**config.mk**
```make
export PLATFORM = sky130hd
export DESIGN_NAME = intc_top
export DESIGN_NICKNAME = d
export VERILOG_FILES = /design/src/rtl/intc_pkg.sv /design/src/rtl/intc_capture.sv /design/src/rtl/intc_mask.sv /design/src/rtl/intc_prio.sv /design/src/rtl/intc_master.sv /design/src/rtl/intc_top.sv
export SDC_FILE = /design/constraint.sdc
export NUM_CORES = 1
export LEC_CHECK = 0
export BUFFER_PORTS_ARGS = -buffer_cell sky130_fd_sc_hd__buf_4
export CAP_MARGIN = 20
export CORE_MARGIN = 2
export CORE_UTILIZATION = 54
export DETAILED_ROUTE_END_ITERATION = 12
export GPL_TIMING_DRIVEN = 0
export PLACE_DENSITY = 0.89
export SETUP_SLACK_MARGIN = 0.05
export SYNTH_ARGS = -nofsm -noshare
export SYNTH_HDL_FRONTEND = slang
export SYNTH_HIERARCHICAL = 1
export SYNTH_SLANG_ARGS = --single-unit
```
**constraint.sdc**
```tcl
create_clock -name clk -period 2.4 [get_ports clk]
set_input_delay 0 -clock clk [delete_from_list [all_inputs] [get_ports clk]]
set_output_delay 0 -clock clk [all_outputs]
set_load 0.01 [all_outputs]
```
**src/rtl/intc_pkg.sv**
```systemverilog
package intc_pkg;
    localparam int unsigned ADDR_W = 3;

    localparam logic [ADDR_W-1:0] REG_CAPTURE = 3'd0;
    localparam logic [ADDR_W-1:0] REG_PENDING = 3'd1;
    localparam logic [ADDR_W-1:0] REG_MASK    = 3'd2;
    localparam logic [ADDR_W-1:0] REG_ACK     = 3'd3;
    localparam logic [ADDR_W-1:0] REG_MSET    = 3'd4;
    localparam logic [ADDR_W-1:0] REG_MCLR    = 3'd5;
    localparam logic [ADDR_W-1:0] REG_VECTOR  = 3'd6;
    localparam logic [ADDR_W-1:0] REG_MASTER  = 3'd7;

    typedef enum logic {
        HW_OPEN   = 1'b0,
        HW_LOCKED = 1'b1
    } mode_state_e;
endpackage

```
**src/rtl/intc_capture.sv**
```systemverilog
module intc_capture #(
    parameter int unsigned N_IRQ = 32
) (
    input  logic             clk,
    input  logic             rst_n,
    input  logic [N_IRQ-1:0] irq_in,
    input  logic             ack_we,
    input  logic [N_IRQ-1:0] ack_bits,
    output logic [N_IRQ-1:0] capture_o
);
    logic [N_IRQ-1:0] cap_q;
    logic [N_IRQ-1:0] drop;

    always_comb begin
        drop = ack_we ? ack_bits : '0;
    end

    // a live input overrides an acknowledge on the same edge
    always_ff @(posedge clk or negedge rst_n) begin
        if (!rst_n) begin
            cap_q <= '0;
        end else begin
            cap_q <= (cap_q & ~drop) | irq_in;
        end
    end

    assign capture_o = cap_q;
endmodule

```
**src/rtl/intc_mask.sv**
```systemverilog
module intc_mask #(
    parameter int unsigned N_IRQ = 32
) (
    input  logic             clk,
    input  logic             rst_n,
    input  logic             set_we,
    input  logic             clr_we,
    input  logic [N_IRQ-1:0] bits,
    output logic [N_IRQ-1:0] mask_o
);
    logic [N_IRQ-1:0] mask_q;
    logic [N_IRQ-1:0] raise;
    logic [N_IRQ-1:0] lower;

    always_comb begin
        raise = set_we ? bits : '0;
        lower = clr_we ? bits : '0;
    end

    always_ff @(posedge clk or negedge rst_n) begin
        if (!rst_n) begin
            mask_q <= '0;
        end else begin
            mask_q <= (mask_q | raise) & ~lower;
        end
    end

    assign mask_o = mask_q;
endmodule

```
**src/rtl/intc_prio.sv**
```systemverilog
module intc_prio #(
    parameter int unsigned N_IRQ = 32,
    localparam int unsigned IDX_W = (N_IRQ > 1) ? $clog2(N_IRQ) : 1
) (
    input  logic [N_IRQ-1:0] pend,
    output logic             any_o,
    output logic [IDX_W-1:0] idx_o
);
    logic [N_IRQ-1:0] first;

    // one-hot winner: a bit wins when no lower bit is pending
    genvar g;
    generate
        for (g = 0; g < N_IRQ; g++) begin : g_win
            if (g == 0) begin : g_lsb
                assign first[g] = pend[g];
            end else begin : g_upper
                assign first[g] = pend[g] & ~(|pend[g-1:0]);
            end
        end
    endgenerate

    always_comb begin
        idx_o = '0;
        for (int i = 0; i < N_IRQ; i++) begin
            if (first[i]) begin
                idx_o = idx_o | IDX_W'(i);
            end
        end
        any_o = |pend;
    end
endmodule

```
**src/rtl/intc_master.sv**
```systemverilog
module intc_master
    import intc_pkg::*;
(
    input  logic       clk,
    input  logic       rst_n,
    input  logic       wr_we,
    input  logic [1:0] wr_bits,
    output logic       gate_o,
    output logic       mode_o
);
    mode_state_e state_q;
    mode_state_e state_d;
    logic        gate_q;

    // state register
    always_ff @(posedge clk or negedge rst_n) begin
        if (!rst_n) begin
            state_q <= HW_OPEN;
        end else begin
            state_q <= state_d;
        end
    end

    always_comb begin
        state_d = state_q;
        unique case (state_q)
            HW_OPEN: begin
                if (wr_we && wr_bits[1]) begin
                    state_d = HW_LOCKED;
                end
            end
            HW_LOCKED: begin
                state_d = HW_LOCKED;
            end
        endcase
    end

    always_ff @(posedge clk or negedge rst_n) begin
        if (!rst_n) begin
            gate_q <= 1'b0;
        end else if (wr_we) begin
            gate_q <= wr_bits[0];
        end
    end

    // outputs
    always_comb begin
        gate_o = gate_q;
        mode_o = 1'b0;
        unique case (state_q)
            HW_OPEN:   mode_o = 1'b0;
            HW_LOCKED: mode_o = 1'b1;
        endcase
    end
endmodule

```
**src/rtl/intc_top.sv**
```systemverilog
module intc_top
    import intc_pkg::*;
#(
    parameter int unsigned N_IRQ  = 32,
    parameter int unsigned DATA_W = 32,
    localparam int unsigned IDX_W = (N_IRQ > 1) ? $clog2(N_IRQ) : 1
) (
    input  logic              clk,
    input  logic              rst_n,
    input  logic [N_IRQ-1:0]  irq_in,
    input  logic [ADDR_W-1:0] addr,
    input  logic              wr_en,
    input  logic [DATA_W-1:0] wr_data,
    output logic [DATA_W-1:0] rd_data,
    output logic              irq_o
);
    logic [N_IRQ-1:0] capture_q;
    logic [N_IRQ-1:0] mask_q;
    logic [N_IRQ-1:0] pend;
    logic             gate_q;
    logic             mode_q;
    logic             any_pend;
    logic [IDX_W-1:0] win_idx;
    logic             irq_q;

    logic ack_we;
    logic set_we;
    logic clr_we;
    logic mst_we;

    always_comb begin
        ack_we = wr_en && (addr == REG_ACK);
        set_we = wr_en && (addr == REG_MSET);
        clr_we = wr_en && (addr == REG_MCLR);
        mst_we = wr_en && (addr == REG_MASTER);
    end

    intc_capture #(.N_IRQ(N_IRQ)) u_capture (
        .clk       (clk),
        .rst_n     (rst_n),
        .irq_in    (irq_in),
        .ack_we    (ack_we),
        .ack_bits  (wr_data[N_IRQ-1:0]),
        .capture_o (capture_q)
    );

    intc_mask #(.N_IRQ(N_IRQ)) u_mask (
        .clk    (clk),
        .rst_n  (rst_n),
        .set_we (set_we),
        .clr_we (clr_we),
        .bits   (wr_data[N_IRQ-1:0]),
        .mask_o (mask_q)
    );

    intc_master u_master (
        .clk     (clk),
        .rst_n   (rst_n),
        .wr_we   (mst_we),
        .wr_bits (wr_data[1:0]),
        .gate_o  (gate_q),
        .mode_o  (mode_q)
    );

    assign pend = capture_q & mask_q;

    intc_prio #(.N_IRQ(N_IRQ)) u_prio (
        .pend  (pend),
        .any_o (any_pend),
        .idx_o (win_idx)
    );

    always_ff @(posedge clk or negedge rst_n) begin
        if (!rst_n) begin
            irq_q <= 1'b0;
        end else begin
            irq_q <= gate_q & any_pend;
        end
    end

    assign irq_o = irq_q;

    always_comb begin
        rd_data = '0;
        unique case (addr)
            REG_CAPTURE: rd_data = DATA_W'(capture_q);
            REG_PENDING: rd_data = DATA_W'(pend);
            REG_MASK:    rd_data = DATA_W'(mask_q);
            REG_ACK:     rd_data = '0;
            REG_MSET:    rd_data = '0;
            REG_MCLR:    rd_data = '0;
            REG_VECTOR:  rd_data = any_pend ? DATA_W'(win_idx) : '1;
            REG_MASTER:  rd_data = DATA_W'({mode_q, gate_q});
        endcase
    end
endmodule

```
==> reports/results.ini <==
[clocking]
clock-sinks = 67
clock_path_buffers = 2
cts_tree = built
clock_latency_ns = 0.37
numCtsBuffers = 9
clk_pin_slew_ns = 0.08
cts-root-buf = clkbuf_8
htree_levels = 3

[place]
portBuffers = 101
globalplace.congestion = 0.926
dp_slack_ns = -0.377
dp_hpwl_microns = 8610

[critical_path]
worst_path_most_repeated_cell = a2111oi_4
crit_family = compound AO/OA/AOI/OAI gates
cp-end-kind = output pin
rr_startpoint = u_mask/mask_o[16]
critical_path.max_stage_delay_ns = 0.61
arrival_ns = 2.91
cp_max_fo = 4
crit_chain = and2_4, or4_4, a2111oi_4, a2111oi_4, o311ai_2, nor3b_2, a211o_1, nand3_2, buf_6
startpoint_type = register
critPathKind = register to output pin
reg2reg_depth = 8
required_ns = 2.40
cp_num_buf_inv = 1
crit_slowest_cell = or4_4
reg2reg_slack_ns = 0.46
reg2reg_to = irq_o

[layout]
seq_area_sq_mm = 0.00168
finalNetCount = 754
multi_input_area_sq_mm = 0.00243
layout-drive-gt1-share_pct = 35.6
syn_to_final_growth_pct = 67.1
num-fill-cells = 228
n_antenna_cell = 0

[floorplan]
core_sq_mm = 0.00725
boundaryPins = 103
fp.dieW_microns = 90.4
rows = 31
die_h_microns = 90.4
start_util_pct = 55.6
die-area_sq_mm = 0.00817

[logic_synthesis]
synthArstFlopShare_pct = 100
muxShareOfSynthArea_pct = 4.35
synth_top_family_by_area = compound AO/OA/AOI/OAI gates
synth_area_leader_cell = dfrtp_1
ys.flop_type = dfrtp_1
yosysWarnings = 6
yosys.area_share.simple_pct = 20.5
synthCells = 442
ys_seq_area_share_pct = 41.6
netlist_area_sq_mm = 0.00403
synth_edf_count = 0
syn_nets = 512
yosysUniqueCellTypes = 48
synthAdderAreaFrac_pct = 0
synth_compound_area_share_pct = 28.6
synth_top_area_share_pct = 41.6
synthXorXnorAreaFrac_pct = 0
ys_seq_elements = 67
syn_avg_cell_area_sq_um = 9.12
yosys-top-cells-area = dfrtp_1 42%, a21oi_1 8.7%, a21o_1 6.0%

[sta]
drv_slew = 0
tightestPinTransition_ns = 1.24
max_freq_mhz = 343
rsz0062_at_grt = yes
min_period_over_period_pct = 121
relSlewSlack_pct = 15.9
hold_violations = 0
finClkSkew_ns = 0.00842
finalWorstSetupSlack_ns = -0.512
setup_viol = 32
fin_crit_ns = 2.91

[grt]
antenna_found_initial = 0
grt_pass1_wl_microns = 26000
overflow = 0
grt_usage_pct = 40.4
grt_max_degree = 68
grt_pass1_vias = 5167

[worst_hold_path]
min_to = u_mask/mask_o[31]
whs_path_depth = 4
hold_path_class = input pin to register
min-delay-start = wr_en

[routing]
drtAntennaViolNets = 0
drcViolationCount = 0
dr.pass1.iters = 8
wirelength_microns = 20800
via_per_inst = 7.12
drt_iter0_drc = 1098
via_count = 5607
wl_per_cell_microns = 26.4

[power_and_ir_drop]
power_density_mw_per_mm2 = 628
total_power_mw = 4.23
leakage_nw = 2.84
ir_drop_uv = 459

[run]
maxCapViolCount = 0

[outcome]
violations = negative setup slack
status = complete, but fails checks

[worst max path at each step]
stage                      start           to  slack [ns]  depth (start not counted)
5_1_grt        u_mask/mask_o[10]  rd_data[21]       -0.53                         10
3_5_place_dp    u_mask/mask_o[1]  rd_data[26]       -0.38                         10
6_report       u_mask/mask_o[20]   rd_data[0]       -0.51                          9
3_3_place_gp    u_mask/mask_o[1]  rd_data[29]       -0.38                         10
4_1_cts        u_mask/mask_o[18]   rd_data[0]       -0.34                          9
2_1_floorplan   u_mask/mask_o[1]  rd_data[12]        0.17                          9
[area by class of cell]
cell class,instances,share of cell area [%]
plain buffers,25,2.94
multi-input cells,342,36.1
repair buffers,231,30.4
clock inverters,6,1.32
well taps,99,1.84
inverters,8,0.483
flip-flops and latches,67,24.9
clock buffers,10,2.04
[cells in the final DEF (no fill, tap or decap), types with 3 or more instances in the layout]
master         count
inv_1              7
o31ai_1            4
o211ai_2          14
o21ai_0            4
nor2b_1            9
o21ai_1            3
o21ai_4            4
o32ai_1            3
a21o_1            32
dlygate4sd3_1     89
nand2_1           52
nor4_4             3
o21ai_2            5
a32oi_1           12
or4_4              3
buf_4            127
and2_4            16
nand3_2            3
buf_2              9
nand3b_1           3
nor2_1            18
dfrtp_1           67
clkbuf_1           6
and2_1            14
nand2b_1          13
mux2i_1           16
clkbuf_8          10
a21oi_1           70
buf_6             20
[registers in the layout, indices dropped and copies added, names as in the netlist]
name,flops
irq_o,1
u_capture/capture_o,32
u_mask/mask_o,32
u_master/gate_o,1
u_master/state_q,1
[metrics by stage]
step                      hold WS, ns  instances  utilization, %  instance area [sq um]  TNS [ns]
final                           0.253        788            92.8                   6730    -13.76
after global routing            0.242        788            92.8                   6730    -14.45
after CTS                       0.164        772            88.0                   6380     -8.58
after detailed placement        0.162        642            67.7                   4910     -9.15
after global placement          0.146        642            67.7                   4910     -9.57
after floorplan                -0.296        442               -                   4030         0
[worst register-to-register path, cell delays in order, from the launching register on]
cell and delay, ns:
dfrtp_1 0.41, and2_4 0.20, or4_4 0.56, buf_6 0.15
nor2_4 0.12, nand3_2 0.11, buf_4 0.16, inv_4 0.07
nor2_1 0.06
[logic make-up (layout without fill, tap and decap cells)]
kind of cell / Yosys count / after routing
AO/OA/AOI/OAI: 167 / 167
buffers and inverters: 33 / 280
flip-flops: 67 / 67
multiplexers: 17 / 17
AND/OR/NAND/NOR: 158 / 158
[repair_timing]
item / CTS / global route
cloned: 0 / 2
buffers inserted: 25 / 14
resized for setup: 47 / 47
endpoints found under the setup margin: 32 / 56
pin swaps: 19 / 15
hold buffers: 89 / 0
endpoints found under the hold margin: 133 / 0
[cells in the mapped netlist, types with 3 or more instances]
cell / instances
nand2b_1: 13
nor2b_1: 9
dfrtp_1: 67
clkbuf_1: 6
nor2_1: 20
mux2i_1: 16
nor3_1: 4
nand2_1: 52
a31oi_1: 3
a32oi_1: 12
o31ai_1: 4
o21ai_2: 3
a21oi_1: 70
nand3_1: 5
buf_6: 8
and2_1: 32
nor4_1: 4
o32ai_1: 3
inv_1: 8
buf_2: 10
o21ai_0: 11
a21o_1: 32
o211ai_2: 15
nand3b_1: 3
[power breakdown]
| part | switching [mW] | internal [mW] | leakage, nW |
|---|---|---|---|
| logic | 0.923 | 0.773 | 2.02 |
| registers | 0.148 | 1.27 | 0.706 |
| clock network | 0.503 | 0.613 | 0.108 |
[metal layers]
metal  track usage, %  part of all wire (%)  vias up
met5                0                     0        -
met4             24.2                    11        0
met3             9.68                    12      283
met2             70.6                    45      701
met1             44.5                    32     2534
li1                 -                     -     2089
Note: power is estimated with default switching activity, not from simulation.
